## src/rtl/spi_byte_master.sv

```systemverilog
module spi_byte_master #(
  parameter int DW   = 8,
  parameter int DIVW = 3,
  parameter int AW   = 2
) (
  input  logic          clk,
  input  logic          rst_n,
  input  logic [AW-1:0] addr,
  input  logic          wr_en,
  input  logic          rd_en,
  input  logic [DW-1:0] wdata,
  output logic [DW-1:0] rdata,
  output logic          sck,
  output logic          mosi,
  input  logic          miso,
  output logic          irq
);
  localparam int EW = $clog2(2 * DW);
  localparam int CW = (1 << DIVW) - 1;
  localparam logic [EW-1:0] LAST_EDGE = EW'(2 * DW - 1);
  localparam int IE_B = 7, CPOL_B = 5, CPHA_B = 4;

  logic [DW-1:0] ctrl_q, tx_sh, rx_sh, rx_q;
  logic [EW-1:0] edge_cnt;
  logic [CW-1:0] cnt, lim;
  logic busy, done, col, armed, sck_q;

  wire ie   = ctrl_q[IE_B];
  wire cpol = ctrl_q[CPOL_B];
  wire cpha = ctrl_q[CPHA_B];
  wire [DIVW-1:0] div = ctrl_q[DIVW-1:0];

  wire sel_ctrl = addr == AW'(0);
  wire sel_stat = addr == AW'(1);
  wire sel_data = addr == AW'(2);
  wire data_wr  = wr_en & sel_data;
  wire data_acc = data_wr | (rd_en & sel_data);
  wire stat_rd  = rd_en & sel_stat;
  wire start    = data_wr & ~busy;
  wire collide  = data_wr & busy;
  wire clr_seq  = armed & data_acc;

  assign lim = CW'((1 << div) - 1);
  wire half_end  = busy && (cnt == lim);
  wire leading   = ~edge_cnt[0];
  wire sample_e  = half_end && (leading ^ cpha);
  wire shift_e   = half_end && !(leading ^ cpha) && !(cpha && edge_cnt == '0);
  wire finish    = half_end && (edge_cnt == LAST_EDGE);
  wire [DW-1:0] rx_next = {rx_sh[DW-2:0], miso};

  always_ff @(posedge clk or negedge rst_n) begin
    if (!rst_n) ctrl_q <= '0;
    else if (wr_en && sel_ctrl) ctrl_q <= wdata;
  end

  always_ff @(posedge clk or negedge rst_n) begin
    if (!rst_n) begin
      busy <= 1'b0; cnt <= '0; edge_cnt <= '0;
      tx_sh <= '0; rx_sh <= '0; rx_q <= '0; sck_q <= 1'b0;
    end else begin
      if (start) begin
        busy <= 1'b1; cnt <= '0; edge_cnt <= '0; tx_sh <= wdata;
      end else if (busy) begin
        cnt <= half_end ? '0 : cnt + 1'b1;
        if (half_end) edge_cnt <= edge_cnt + 1'b1;
        if (sample_e) rx_sh <= rx_next;
        if (shift_e) tx_sh <= {tx_sh[DW-2:0], 1'b0};
        if (finish) begin
          busy <= 1'b0;
          rx_q <= sample_e ? rx_next : rx_sh;
        end
      end
      if (half_end) sck_q <= ~sck_q;
      else if (!busy) sck_q <= cpol;
    end
  end

  always_ff @(posedge clk or negedge rst_n) begin
    if (!rst_n) begin
      done <= 1'b0; col <= 1'b0; armed <= 1'b0;
    end else begin
      if (finish) done <= 1'b1;
      else if (clr_seq) done <= 1'b0;
      if (collide) col <= 1'b1;
      else if (clr_seq) col <= 1'b0;
      if (finish || clr_seq) armed <= 1'b0;
      else if (stat_rd && (done || col)) armed <= 1'b1;
    end
  end

  always_comb begin
    rdata = '0;
    if (sel_ctrl) rdata = ctrl_q;
    else if (sel_stat) begin
      rdata[DW-1] = done;
      rdata[DW-2] = col;
      rdata[0]    = busy;
    end else if (sel_data) rdata = rx_q;
  end

  assign sck  = sck_q;
  assign mosi = tx_sh[DW-1];
  assign irq  = done & ie;

  assert_flag_hold_R7: assert property (@(posedge clk) disable iff (!rst_n)
    done && !(armed && data_acc) |=> done);
  assert_clear_needs_arm_R7: assert property (@(posedge clk) disable iff (!rst_n)
    $fell(done) |-> $past(armed && data_acc));
  assert_end_disarms_R9: assert property (@(posedge clk) disable iff (!rst_n)
    $fell(busy) |-> done && !armed);
  assert_collide_sets_R10: assert property (@(posedge clk) disable iff (!rst_n)
    busy && data_wr |=> col && (busy || done));
  assert_arm_source_R11: assert property (@(posedge clk) disable iff (!rst_n)
    $rose(armed) |-> $past(stat_rd && (done || col)));
  assert_idle_level_R4: assert property (@(posedge clk) disable iff (!rst_n)
    !$past(busy) |-> sck == $past(cpol));
endmodule

```

## config.mk

```make
export PLATFORM = sky130hd
export DESIGN_NAME = spi_byte_master
export DESIGN_NICKNAME = d
export VERILOG_FILES = /design/src/rtl/spi_byte_master.sv
export SDC_FILE = /design/constraint.sdc
export NUM_CORES = 1
export LEC_CHECK = 0
export ABC_CLOCK_PERIOD_IN_PS = 7100
export BUFFER_PORTS_ARGS = -buffer_cell sky130_fd_sc_hd__buf_2
export CAP_MARGIN = 20
export CORE_MARGIN = 2
export CORE_UTILIZATION = 35
export DETAILED_ROUTE_END_ITERATION = 8
export PLACE_DENSITY_LB_ADDON = 0.05
export SETUP_SLACK_MARGIN = 0.2
export SYNTH_ARGS = -nofsm -noshare
export SYNTH_HDL_FRONTEND = slang
export SYNTH_SLANG_ARGS = --single-unit
```

## constraint.sdc

```tcl
create_clock -name clk -period 7.1 [get_ports clk]
set_clock_uncertainty 0.15 [all_clocks]
set_input_delay 1.42 -clock clk [delete_from_list [all_inputs] [get_ports clk]]
set_output_delay 1.42 -clock clk [all_outputs]
set_load 0.01 [all_outputs]
```

# Word level (Yosys, flattened, before mapping)
# Cells that the tools add are included.
[classes] n_bitwise=13 eq_ne=5 reduce_logical=24 shift=1 add_sub_neg=3 muxes=25
[ops] operator="8-bit 2-to-1 mux" n=6
[ops] operator="7-bit 2-to-1 mux" n=3
[ops] operator="4-bit 2-to-1 mux" n=3
[ops] operator="2-bit nonzero test" n=6
[ops] operator="1-bit 2-to-1 mux" n=11
[ops] operator="1-bit logical AND" n=8
[ops] operator="7-bit by 1-bit adder with 7-bit output (second input constant)" n=1
[ops] operator="1-bit AND" n=7
[ops] operator="7-bit equality test" n=1
[ops] operator="1-bit by 3-bit left shift with 7-bit output (first input constant)" n=1
[ops] operator="7-bit by 2-bit subtractor with 7-bit output (second input constant)" n=1
[ops] operator="2-bit AND reduction" n=3
[ops] operator="5-bit 2-to-1 mux" n=1
[ops] operator="4-bit by 1-bit adder with 4-bit output (second input constant)" n=1
[ops] operator="4-bit equality test (second input constant)" n=1
[ops] operator="4-bit zero test" n=1
[ops] operator="1-bit inverter" n=4
[ops] operator="3-bit AND reduction" n=1
[ops] operator="2-bit by 1-bit equality test with 1-bit output (second input constant)" n=1
[ops] operator="2-bit equality test (second input constant)" n=1
[ops] operator="1-bit zero test" n=2
[ops] operator="2-bit zero test" n=1
[ops] operator="1-bit logical OR" n=2
[ops] operator="2-bit 2-to-1 mux" n=1
[ops] operator="other kinds (3)" n=3
[totals] register_bits=48 wordCells=82 in_bits=15 output_inout_bits=11

# Longest topological paths before layout
[depth] ltp_word=9 depth_mapped=9 depth_no_buf=7

# Worst setup path after synthesis
# No wires, ideal clock.
[synth_path] path_type="input to output" from="input addr[0]" to="output rdata[0]" path_slack_ns=3.400 required_ns=5.530 arrival_ns=2.130 path_stages=3 path_buffers=1 path_cell_list="clkbuf_1 mux2i_1 o21ai_0"
[synth_between] elab_chain_cells=4 word_cells_on_any_way=6 classes_between="eq/ne (2); mux (3); reduce/logical (1)"
[synth_lines] element="start: declaration" line_no="8" source="input logic [AW-1:0] addr,"
[synth_lines] element="2-bit equality test" line_no="35" source="wire sel_data = addr == AW'(2);"
[synth_lines] element="8-bit 2-to-1 mux" line_no="98" source="end else if (sel_data) rdata = rx_q;"
[synth_lines] element="1-bit 2-to-1 mux" line_no="94" source="else if (sel_stat) begin"
[synth_lines] element="8-bit 2-to-1 mux (*)" line_no="93" source="if (sel_ctrl) rdata = ctrl_q;"
[synth_lines] element="end: declaration" line_no="12" source="output logic [DW-1:0] rdata,"
# Every way passes the cells marked *; elsewhere a longest branch is shown, timed or not.

# Worst setup path after layout
[layout_path] from="input addr[1]" to="output rdata[0]"
# The elaborated chain is that of the path after synthesis.

==> reports/results.env <==
LAYOUT.CELLS.NON_FILLER=354
CTSHOLDBUFFERS=0
GRTUSAGETOTAL_PCT=14.70
FP-ROW-COUNT=31
YS_FF_LATCH=48
PWR_DENSITY_CELL_mW_PER_MM2=309.7
DETAIL_ROUTE.VIAS_PER_CELL=4.867
ROUTED_WIRE_LENGTH_PER_INSTANCE_UM=15.00
TIMING.CRITICAL_PATH.MAX_DELAY_FAMILY='simple AND/OR/NAND/NOR gates'
CTS_POST_SETUP_BUFFERS_INSERTED=0
DETAIL_ROUTE.WIRELENGTH_UM=5309
DRTANTENNAVIOLNETS=0
SYNTHESIS.INSTANCES=233
CP.BUFFERS_INVERTERS=2
POST-ROUTE-PERIOD-UTIL_PCT=57.31
WORST-SLEW-PIN-TRANSITION_NS=0.7250
LAYOUT_COMMON_CELLS='dfrtp_1 (48), mux2_2 (25), buf_2 (25), nor2_1 (21)'
R2R_SETUP_SLACK_NS=4.14
CP.DEPTH=5
CP_MAX_FO=11
PATH_CELLS='buf_2, nor2b_1, nand2_1, o21ai_0, buf_2'
FINALSETUPVIOLCOUNT=0
SYN_TO_FINAL_GROWTH_PCT=12.32
GRT_PASS1_VIAS=1741
X_DIMENSION_OF_THE_DIE_UM=89.36
GRT_FIRST_PASS_WIRELENGTH_UM=8901
CLKTRANSATPATHREGS_NS=0.09
DETAILEDPLACEMENTHPWL_UM=3778
DRT_ITER0_DRC=59
NUMBER_OF_SEARCH_AND_REPAIR_ITERATIONS_IN_THE_FIRST_DETAILED_ROUTING_PASS=4
MOST_COMMON_CELL_AFTER_LAYOUT_FILL_AND_TAPS_ASIDE='dfrtp_1'
VIAS=1723
RSZ0062_AT_GRT='no'
WORSTPATHARRIVAL_NS=2.50
MAPPEDNETLISTNETS=251
MULTI_INPUT_AREA_MM2=0.001266
CP_STARTPOINT_KIND='input pin'
DIE-AREA_MM2=0.007984
CTS.HTREE.LEVELS=2
GRT_START_MAX_NET_PINS=49
CRITPATHMOSTFREQUENTCELL='buf_2'
ANTENNA_FOUND_INITIAL=0
SETUP.WORST_PATH.CLASS='in -> out'
ROUTE.DETAILED.DRC=0
TOP_LEVEL_PORTS=26
STATUS='complete, no violations'
WORST_PATH_CELL_WITH_THE_LONGEST_STAGE_DELAY='nor2b_1'
PLACE.PORT_BUFFERS=25
FILL_CELLS=738
TRITONCTS='built'
DIE_HEIGHT_UM=89.36
DP_CELLS=346
TOTALNEGATIVESETUPSLACK_NS=0
CRIT-REG2REG-LAUNCH='ctrl_q[2]'
CRITICAL_PATH.STARTPOINT='addr[1]'
ANTENNA-DIODE-COUNT=0
WORST_SETUP_PATH_ENDPOINT='rdata[0]'
NUM-NETS-FINAL=272
POWER.STATIC_LEAKAGE_nW=1.385
PERIOD_NEEDED_NS=4.069
HOLD_CRIT_PATH_TYPE='reg -> reg'
GLOBAL_ROUTE.OVERFLOW_TOTAL=0
SYN-CELL-AREA_MM2=0.002550
YS_SEQ_AREA_SHARE_PCT=47.11
START_UTIL_PCT=35.73
SETUP.WORST_PATH.END_CLASS='output pin'
FRACTION_OF_LAYOUT_INSTANCES_USING_A_DRIVE_STRENGTH_ABOVE_1_PCT=29.41
POST_CTS.RESIZED_INSTANCES=0
SYNTHDISTINCTLIBCELLS=40
MAX_CAP_VIOL_COUNT=0
CRITPATHMAXSTAGEDELAY_NS=0.48
R2R-END='rx_q[0]'
LIBRARY_CELL_USED_AS_CLOCK_ROOT_BUFFER='clkbuf_8'
VDD_IR_DROP_MAX_mV=0.1121
CTS_BUF_COUNT=5
CTS_MAX_PATH_BUFFERS=2
CLOCK_LATENCY_NS=0.31
CLOCK_SINKS=48
REG2REG_DEPTH=6
REPORT.FINAL.SLEW_VIOL_COUNT=0
SYN_AREA_CELL_UM2=10.94
TIMING.FMAX_GHz=0.2458
REGAREA_MM2=0.001201
GPL.FINAL_WEIGHTED_CONGESTION=0.8043
HOLD_VIOLATIONS=0
YS_WARN_COUNT=0
SLEW_HEADROOM_PCT=51.45
CRITPATHREQUIREDTIME_NS=5.53
CORE-AREA_MM2=0.007137
[worst min-delay path by stage]
stage / start / to / slack, ns / depth (start not counted)
6_report: tx_sh[0] / tx_sh[0] / 0.37 / 2
4_1_cts: tx_sh[0] / tx_sh[0] / 0.37 / 2
2_1_floorplan: tx_sh[0] / tx_sh[0] / 0.32 / 2
5_1_grt: rx_sh[7] / rx_sh[7] / 0.38 / 1
3_3_place_gp: tx_sh[0] / tx_sh[0] / 0.35 / 2
3_5_place_dp: tx_sh[0] / tx_sh[0] / 0.34 / 2
[routing by layer]
layer | vias to the layer above | share of wire (%) | track usage (%)
met5 | - | 0 | 0
met4 | 0 | 1.1 | 3.664
met3 | 6 | 2.5 | 3.047
met2 | 22 | 46 | 22.90
met1 | 822 | 51 | 20.92
li1 | 873 | - | -
[report_power, final]
group | switching, mW | internal (mW)
combinational | 0.120 | 0.127
clock | 0.0973 | 0.115
sequential | 0.0809 | 0.347
[Yosys cell counts, drive strengths merged]
cell type	instances	share of area, %
a31oi	2	0.49
a31o	1	0.34
dfrtp	48	47
or3b	1	0.34
nor2b	3	0.74
buf	4	1.5
xor2	2	0.69
xnor2	3	1.0
and3	6	1.7
or3	1	0.25
clkbuf	8	1.2
ha	3	1.5
a21o	3	0.88
nand3	10	2.6
o2111ai	1	0.34
inv	5	0.74
o21ai	15	3.1
a211o	1	0.34
mux2i	17	6.7
nand2b	4	0.98
a21oi	9	1.8
nand4	4	1.2
a311oi	1	0.34
nor3b	2	0.59
a2111o	1	0.44
o211ai	2	0.59
mux2	32	15
nand2	17	2.5
nor2	21	3.1
and2	3	0.74
or4	3	1.0
[worst min-delay path, cell delays in order (launching register included)]
cell     delay [ns]
dfrtp_1        0.36
nand3_1        0.06
nand2_1        0.07
[sequential cells by signal, indices dropped and copies added (netlist names)]
signal / count
ctrl_q: 8
rx_q: 8
rx_sh: 8
tx_sh: 8
cnt: 7
edge_cnt: 4
armed: 1
busy: 1
col: 1
done: 1
sck: 1
[final cells by class]
class | instances | area share (%)
multi-input combinational | 168 | 44.21
sequential | 48 | 41.94
timing repair buffer | 26 | 4.631
tap | 99 | 4.325
clock buffer | 6 | 2.883
clock inverter | 2 | 1.354
inverter | 5 | 0.6553
[metrics by stage]
stage	hold slack [ns]	worst slack, ns	total power [mW]	area, um^2	utilization [%]
3_3_place_gp	0.3468	3.058	0.6810	2743	38.43
6_report	0.3662	3.031	0.8871	2864	40.13
3_5_place_dp	0.3435	3.028	0.6843	2743	38.43
2_1_floorplan	0.3158	3.400	0.6107	2550	-
4_1_cts	0.3712	3.021	0.9013	2864	40.13
5_1_grt	0.3799	2.894	0.9569	2864	40.13
[cell families (layout without fill, tap and decap cells)]
logic type / count (synthesis) / in the layout / share of synthesized area, %
AO/OA/AOI/OAI: 36 / 36 / 8.636
XOR/XNOR: 5 / 5 / 1.718
flip-flops: 48 / 48 / 47.10
adder cells (fa/ha/maj): 3 / 3 / 1.472
buffers and inverters: 17 / 39 / 3.435
AND/OR/NAND/NOR: 75 / 75 / 15.80
multiplexers: 49 / 49 / 21.83
No activity file was read; power rests on OpenSTA's default activity.
